[src/rtl/lsea_pkg.sv]
package lsea_pkg;

    localparam int OPC_W = 5;

    localparam logic [OPC_W-1:0] OPC_LD  = 5'd1;
    localparam logic [OPC_W-1:0] OPC_LDR = 5'd2;
    localparam logic [OPC_W-1:0] OPC_ST  = 5'd3;
    localparam logic [OPC_W-1:0] OPC_LA  = 5'd5;
    localparam logic [OPC_W-1:0] OPC_LAR = 5'd6;

    typedef enum logic [1:0] {
        BASE_ZERO,
        BASE_REG,
        BASE_PC
    } base_sel_e;

    typedef enum logic [1:0] {
        ACC_NONE,
        ACC_READ,
        ACC_WRITE,
        ACC_ADDR
    } acc_kind_e;

    typedef struct packed {
        base_sel_e base;
        acc_kind_e acc;
    } mode_t;

    typedef enum logic [1:0] {
        ST_IDLE,
        ST_READ,
        ST_WRITE,
        ST_RESP
    } state_e;

endpackage

[src/rtl/lsea_decode.sv]
module lsea_decode
    import lsea_pkg::*;
#(
    parameter int REG_AW = 5
) (
    input  logic [OPC_W-1:0]  op,
    input  logic [REG_AW-1:0] rb_idx,
    output mode_t             mode
);

    logic rb_is_zero;

    assign rb_is_zero = (rb_idx == '0);

    always_comb begin
        mode.base = BASE_ZERO;
        mode.acc  = ACC_NONE;
        unique case (op)
            OPC_LD: begin
                mode.base = rb_is_zero ? BASE_ZERO : BASE_REG;
                mode.acc  = ACC_READ;
            end
            OPC_ST: begin
                mode.base = rb_is_zero ? BASE_ZERO : BASE_REG;
                mode.acc  = ACC_WRITE;
            end
            OPC_LA: begin
                mode.base = rb_is_zero ? BASE_ZERO : BASE_REG;
                mode.acc  = ACC_ADDR;
            end
            OPC_LDR: begin
                mode.base = BASE_PC;
                mode.acc  = ACC_READ;
            end
            OPC_LAR: begin
                mode.base = BASE_PC;
                mode.acc  = ACC_ADDR;
            end
            default: begin
                mode.base = BASE_ZERO;
                mode.acc  = ACC_NONE;
            end
        endcase
    end

endmodule

[src/rtl/lsea_agen.sv]
module lsea_agen
    import lsea_pkg::*;
#(
    parameter int XLEN    = 32,
    parameter int CONST_W = 17
) (
    input  base_sel_e         base_sel,
    input  logic [CONST_W-1:0] cst,
    input  logic [XLEN-1:0]   rb_val,
    input  logic [XLEN-1:0]   pc_next,
    output logic [XLEN-1:0]   ea,
    output logic [XLEN-1:0]   word_addr
);

    localparam int EXT_W = XLEN - CONST_W;

    logic [XLEN-1:0] cst_ext;
    logic [XLEN-1:0] base_val;

    assign cst_ext = {{EXT_W{cst[CONST_W-1]}}, cst};

    always_comb begin
        unique case (base_sel)
            BASE_REG: base_val = rb_val;
            BASE_PC:  base_val = pc_next;
            default:  base_val = '0;
        endcase
    end

    // modulo 2^XLEN addition: carry out is dropped
    assign ea        = base_val + cst_ext;
    assign word_addr = {ea[XLEN-1:2], 2'b00};

endmodule

[src/rtl/lsea_ctrl.sv]
module lsea_ctrl
    import lsea_pkg::*;
#(
    parameter int XLEN   = 32,
    parameter int REG_AW = 5
) (
    input  logic              clk,
    input  logic              rst_n,
    input  logic              issue_valid,
    output logic              issue_ready,
    input  acc_kind_e         acc,
    input  logic [REG_AW-1:0] ra_idx,
    input  logic [XLEN-1:0]   ra_val,
    input  logic [XLEN-1:0]   ea,
    input  logic [XLEN-1:0]   word_addr,
    output logic              mem_req,
    output logic              mem_we,
    output logic [XLEN-1:0]   mem_addr,
    output logic [XLEN-1:0]   mem_wdata,
    input  logic              mem_ready,
    input  logic [XLEN-1:0]   mem_rdata,
    output logic              done,
    output logic              wr_en,
    output logic [REG_AW-1:0] wr_idx,
    output logic [XLEN-1:0]   wr_data
);

    state_e            state_q, state_d;
    logic              accept;
    logic [XLEN-1:0]   addr_q;
    logic [XLEN-1:0]   data_q;
    logic [REG_AW-1:0] idx_q;
    logic              wen_q;

    assign accept = issue_valid && (state_q == ST_IDLE) && (acc != ACC_NONE);

    // next-state logic
    always_comb begin
        state_d = state_q;
        unique case (state_q)
            ST_IDLE: begin
                if (accept) begin
                    unique case (acc)
                        ACC_READ:  state_d = ST_READ;
                        ACC_WRITE: state_d = ST_WRITE;
                        ACC_ADDR:  state_d = ST_RESP;
                        default:   state_d = ST_IDLE;
                    endcase
                end
            end
            ST_READ:  if (mem_ready) state_d = ST_RESP;
            ST_WRITE: if (mem_ready) state_d = ST_RESP;
            ST_RESP:  state_d = ST_IDLE;
        endcase
    end

    // state register
    always_ff @(posedge clk) begin
        if (!rst_n) state_q <= ST_IDLE;
        else        state_q <= state_d;
    end

    // operand and result registers
    always_ff @(posedge clk) begin
        if (!rst_n) begin
            addr_q <= '0;
            data_q <= '0;
            idx_q  <= '0;
            wen_q  <= 1'b0;
        end else begin
            if (accept) begin
                addr_q <= word_addr;
                idx_q  <= ra_idx;
                wen_q  <= (acc != ACC_WRITE);
                data_q <= (acc == ACC_WRITE) ? ra_val : ea;
            end else if (state_q == ST_READ && mem_ready) begin
                data_q <= mem_rdata;
            end
        end
    end

    // outputs
    always_comb begin
        issue_ready = 1'b0;
        mem_req     = 1'b0;
        mem_we      = 1'b0;
        mem_addr    = addr_q;
        mem_wdata   = '0;
        done        = 1'b0;
        wr_en       = 1'b0;
        wr_idx      = idx_q;
        wr_data     = data_q;
        unique case (state_q)
            ST_IDLE:  issue_ready = 1'b1;
            ST_READ:  mem_req = 1'b1;
            ST_WRITE: begin
                mem_req   = 1'b1;
                mem_we    = 1'b1;
                mem_wdata = data_q;
            end
            ST_RESP: begin
                done  = 1'b1;
                wr_en = wen_q;
            end
        endcase
    end

    // request fields frozen while waiting for ready
    p_req_hold_r10: assert property (@(posedge clk) disable iff (!rst_n)
        mem_req && !mem_ready |=> mem_req && $stable(mem_we) &&
                                 $stable(mem_addr) && $stable(mem_wdata));

    // completion is a single-cycle pulse after ready
    p_done_after_ready_r10: assert property (@(posedge clk) disable iff (!rst_n)
        mem_req && mem_ready |=> done);

    p_done_pulse_r10: assert property (@(posedge clk) disable iff (!rst_n)
        done |=> !done);

    // read data reaches the write port
    p_read_wb_r2: assert property (@(posedge clk) disable iff (!rst_n)
        mem_req && !mem_we && mem_ready |=> wr_en && wr_data == $past(mem_rdata));

    // stores complete without a register write
    p_store_nowb_r4: assert property (@(posedge clk) disable iff (!rst_n)
        mem_req && mem_we && mem_ready |=> done && !wr_en);

    // address-only opcodes skip memory
    p_addr_only_r5: assert property (@(posedge clk) disable iff (!rst_n)
        issue_ready && issue_valid && acc == ACC_ADDR |=> done && !mem_req);

    // unknown opcodes leave the unit idle
    p_illegal_idle_r12: assert property (@(posedge clk) disable iff (!rst_n)
        issue_ready && issue_valid && acc == ACC_NONE |=> issue_ready && !done);

    // never ready while work is outstanding
    p_busy_r13: assert property (@(posedge clk) disable iff (!rst_n)
        issue_ready |-> !mem_req && !done);

endmodule

[src/rtl/lsu_ea_unit.sv]
module lsu_ea_unit
    import lsea_pkg::*;
#(
    parameter int XLEN    = 32,
    parameter int REG_AW  = 5,
    parameter int CONST_W = 17
) (
    input  logic               clk,
    input  logic               rst_n,
    input  logic               issue_valid,
    output logic               issue_ready,
    input  logic [OPC_W-1:0]   op,
    input  logic [REG_AW-1:0]  ra_idx,
    input  logic [REG_AW-1:0]  rb_idx,
    input  logic [CONST_W-1:0] cst,
    input  logic [XLEN-1:0]    rb_val,
    input  logic [XLEN-1:0]    ra_val,
    input  logic [XLEN-1:0]    pc_next,
    output logic               mem_req,
    output logic               mem_we,
    output logic [XLEN-1:0]    mem_addr,
    output logic [XLEN-1:0]    mem_wdata,
    input  logic               mem_ready,
    input  logic [XLEN-1:0]    mem_rdata,
    output logic               done,
    output logic               wr_en,
    output logic [REG_AW-1:0]  wr_idx,
    output logic [XLEN-1:0]    wr_data
);

    mode_t           mode;
    logic [XLEN-1:0] ea;
    logic [XLEN-1:0] word_addr;

    lsea_decode #(.REG_AW(REG_AW)) u_decode (
        .op     (op),
        .rb_idx (rb_idx),
        .mode   (mode)
    );

    lsea_agen #(.XLEN(XLEN), .CONST_W(CONST_W)) u_agen (
        .base_sel  (mode.base),
        .cst       (cst),
        .rb_val    (rb_val),
        .pc_next   (pc_next),
        .ea        (ea),
        .word_addr (word_addr)
    );

    lsea_ctrl #(.XLEN(XLEN), .REG_AW(REG_AW)) u_ctrl (
        .clk         (clk),
        .rst_n       (rst_n),
        .issue_valid (issue_valid),
        .issue_ready (issue_ready),
        .acc         (mode.acc),
        .ra_idx      (ra_idx),
        .ra_val      (ra_val),
        .ea          (ea),
        .word_addr   (word_addr),
        .mem_req     (mem_req),
        .mem_we      (mem_we),
        .mem_addr    (mem_addr),
        .mem_wdata   (mem_wdata),
        .mem_ready   (mem_ready),
        .mem_rdata   (mem_rdata),
        .done        (done),
        .wr_en       (wr_en),
        .wr_idx      (wr_idx),
        .wr_data     (wr_data)
    );

    // the memory port only sees word addresses
    p_word_aligned_r9: assert property (@(posedge clk) disable iff (!rst_n)
        mem_req |-> mem_addr[1:0] == 2'b00);

    // no activity in the cycle reset is released
    p_reset_quiet_r1: assert property (@(posedge clk)
        !rst_n |=> !mem_req && !done);

endmodule

[config.mk]
export PLATFORM = sky130hd
export DESIGN_NAME = lsu_ea_unit
export DESIGN_NICKNAME = d
export VERILOG_FILES = /design/src/rtl/lsea_pkg.sv /design/src/rtl/lsea_decode.sv /design/src/rtl/lsea_agen.sv /design/src/rtl/lsea_ctrl.sv /design/src/rtl/lsu_ea_unit.sv
export SDC_FILE = /design/constraint.sdc
export NUM_CORES = 1
export LEC_CHECK = 0
export BUFFER_PORTS_ARGS = -buffer_cell sky130_fd_sc_hd__buf_2
export CAP_MARGIN = 20
export CORE_MARGIN = 2
export CORE_UTILIZATION = 40
export CTS_CLUSTER_DIAMETER = 200
export DETAILED_ROUTE_END_ITERATION = 10
export PLACE_DENSITY = 0.74
export SYNTH_ARGS = -nofsm -noshare
export SYNTH_HDL_FRONTEND = slang
export SYNTH_SLANG_ARGS = --single-unit
[constraint.sdc]
create_clock -name clk -period 4.2 [get_ports clk]
set_clock_uncertainty 0.2 [all_clocks]
set_input_delay 0.84 -clock clk [delete_from_list [all_inputs] [get_ports clk]]
set_output_delay 0.84 -clock clk [all_outputs]
set_load 0.1 [all_outputs]
==> metrics.txt <==
WL/cell 16.36 um; Cell Pwr Density 407.3 mW/mm^2; area of the mapped netlist roughly 0.0056 sq mm; DR iter-0 viols about 520; # port buffers ~270; CTS tree done; Startpoint Class input port; hpwl dp 16.70 mm; Critical Path Slowest Stage Cell o31a_1; post-synth top area cell dfxtp_1; Max Cap Viol 0; net switching power 0.001696 W; largest net degree at the start of global routing 69; Critical Path Fanout Max 17; Rel. slew slack 0.3840; Num CTS Buffers 9; Hold Vio Cnt, Final 0; first-pass GRT wire length 32.29 mm; vias in the first global route 6429; Rows 43; Clk pwr share 0.269; ant diodes 0; Yosys cell types 60; share of the synthesized area in the top cell type 0.2521; Root Buffer clkbuf_16; Hold Crit Class reg -> reg; I/O Pins 270; final period utilization 0.9950; FMAX 0.2393 GHz; switching share of power 0.4843; Crit path largest cell delay roughly 0.28 ns; met2 Use GR 0.4361; leading cell types in the layout, fill and taps excluded 267 x buf_2, 128 x buf_4, 102 x nand2_1; initial antenna violation count 0; worst-skew pair later-pin latency 0.33 ns; critical path endpoint category flip-flop; sequential cell area about 0.0014 sq mm; Layout Nets 1337; die width 121.9 um; fin crit period ~4.2 ns; total grt overflow 0; crit path DAT 4.20 ns; CP dominant cell by count buf_4; internal power 0.001806 W; layout cells sized above 1 0.4188; Worst EP required 4.22 ns; dpl cells 1295; Num Clock Sinks 70; Seq pwr share 0.235; GR met1 Demand/Resource 0.3797; Most Crowded Layer GR met2; Crit Path Class in -> reg; DR vias 7130; clock edge transition at the registers on the reported setup and hold paths 0.06 ns; # setup viols final 0; asr flop ratio synth 0; Logic pwr share 0.496; Vert. Die Dim 121.9 um; commonest non-fill, non-tap cell in the layout buf_2; Post-synth EDFFs 0; final wirelength 21.58 mm; Core ar. 0.01372 sq mm; Layout area overhead 54.69%; number of remaining DRC errors 0; syn avg cell area 7.182 sq um; GP Congestion 0.9273; fin cells 1319; Final Slew Violations 0; met3 Use GR 0.04869; status complete, no violations; Tightest Pin Transition 0.9240 ns; FILL cells 1258; Static Leak 4.190 nW; peak supply drop 0.2382 mV; initial core utilization 0.4052; multi-input combinational cell area 0.004143 sq mm; post-route ant nets 0; dominant cells by area after synthesis dfxtp_1 25%, ha_1 8.6%, nand2_1 6.9%; crit-path cells buf_2, nor2_4, buf_6, nand3b_1, buf_4, ha_4, buf_12, a22oi_2, nor2_2, ha_2, inv_1, fa_2, nor2b_2, o31a_1, o211ai_2, a21oi_4, buf_4, o21ai_1, nand4_1, nor3b_1, or2_1; die area 0.01486 sq mm; drt first pass iters 7; Fin Setup TNS 0 ns; Yosys reg bits 70; Post-Synthesis Cells just under 800; post-DR vias/cell 5.406; post-synthesis sequential area ratio 0.2521; htree depth 3; Max Buffers Root-to-Sink 2; unrepaired setup endpoints after global routing yes; GRT Overall Usage 0.2718; Top FF cell, synth dfxtp_1; synthesis warning total 0
-- flip-flops by register name, summed over array words and instances, names as in the netlist --
signal	cells
u_ctrl.mem_addr	30
u_ctrl.state_q	2
u_ctrl.wen_q	1
u_ctrl.wr_data	32
u_ctrl.wr_idx	5
-- per-layer routing --
| layer | vias up | share of wire |
|---|---|---|
| li1 | 3518 | - |
| met1 | 3263 | 0.45 |
| met2 | 324 | 0.46 |
| met3 | 25 | 0.083 |
| met4 | 0 | 0.013 |
| met5 | - | 0 |
-- stage by stage --
step                      area [sq um]  total power, W  setup slack, ns  utilization  hold WS, ns
after detailed placement          7915        0.002540          -0.3904       0.5769       0.2446
after global placement            7915        0.002523          -0.2939       0.5769       0.2389
after CTS                         8329        0.003481        -0.007407       0.6071       0.2526
after floorplan                   5572        0.002134         0.009357            -       0.2640
after global routing              8600        0.003648         -0.07599       0.6268       0.2730
final                             8600        0.003503          0.02089       0.6268       0.2533
-- power groups by stage --
stage / Sequential [W] / Clock (W) / Combinational [W]
5_1_grt: 0.000833 / 0.000983 / 0.00183
2_1_floorplan: 0.00137 / 0 / 0.000763
6_report: 0.000822 / 0.000944 / 0.00174
4_1_cts: 0.000822 / 0.000948 / 0.00171
3_5_place_dp: 0.000836 / 0 / 0.00170
3_3_place_gp: 0.000834 / 0 / 0.00169
-- layout make-up --
type                            instances  share of cell area
Clock inverter                          6             0.01542
Inverter                               14            0.006111
Multi-Input combinational cell        637              0.4817
Clock buffer                           10             0.02779
Tap cell                              180             0.02619
Timing Repair Buffer                  402              0.2798
Sequential cell                        70              0.1630
-- timing repair --
| action | 4_1_cts | 5_1_grt |
|---|---|---|
| setup endpoints to repair | 8 | 40 |
| gates resized for setup | 8 | 59 |
| gates cloned | 0 | 0 |
| setup buffers | 1 | 8 |
| pin swaps | 2 | 33 |
| hold buffers | 0 | 0 |
-- worst paths after layout --
kind | from | cells past startpoint | slack [ns] | to
max | op[3] | 21 | 0.02 | u_ctrl.wr_data[28]$_SDFFE_PN0P_
min | u_ctrl.mem_addr[4]$_SDFFE_PN0P_ | 2 | 0.25 | u_ctrl.mem_addr[4]$_SDFFE_PN0P_
max reg2reg | u_ctrl.state_q[1]$_SDFFE_PN0P_ | 7 | 1.53 | u_ctrl.wr_data[6]$_SDFFE_PN0P_
min reg2reg | u_ctrl.mem_addr[4]$_SDFFE_PN0P_ | 2 | 0.25 | u_ctrl.mem_addr[4]$_SDFFE_PN0P_
-- cell families (layout without fill, tap and decap cells) --
| group | after synthesis | after routing | share of synthesized area |
|---|---|---|---|
| AOI/OAI and AO/OA | 260 | 260 | 0.3034 |
| DFF | 70 | 70 | 0.2521 |
| adders and majority gates | 39 | 39 | 0.08913 |
| xor gates and xnor gates | 25 | 25 | 0.03939 |
| muxes | 3 | 3 | 0.005402 |
| other | 1 | 2 | 0.0006746 |
| buffers and inverters | 68 | 432 | 0.04749 |
| and+or+nand+nor | 308 | 308 | 0.2624 |
-- critical path, delay by kind of cell --
kind	cells	cell delay (ns)
AO/OA/AOI/OAI	5	1.02
adder cells (fa/ha/maj)	3	0.56
buffers and inverters	6	0.80
AND/OR/NAND/NOR	7	0.95
-- cells in the mapped netlist, types with 3 or more instances --
cell type	number
dfxtp_1	70
nor4_1	5
a222oi_1	4
and3_1	3
nand3_1	27
nor2b_1	5
o21ai_0	65
xnor2_1	13
or3_1	3
nand4_1	11
a221oi_1	3
a211o_1	3
o22ai_1	4
o211a_1	7
xor2_1	12
o221ai_1	4
or2_1	3
or4_1	3
o21bai_1	5
o21a_1	5
a21oi_1	65
inv_1	14
o21ai_1	6
nor2_1	76
a22oi_1	33
nor3_1	15
a211oi_1	8
nand2_1	102
and2_1	38
a21o_1	11
clkbuf_1	51
o211ai_1	14
ha_1	38
nand2b_1	5
mux2i_1	3
a31oi_1	7
a2bb2oi_1	3
Note: power is estimated with default switching activity, not from simulation.
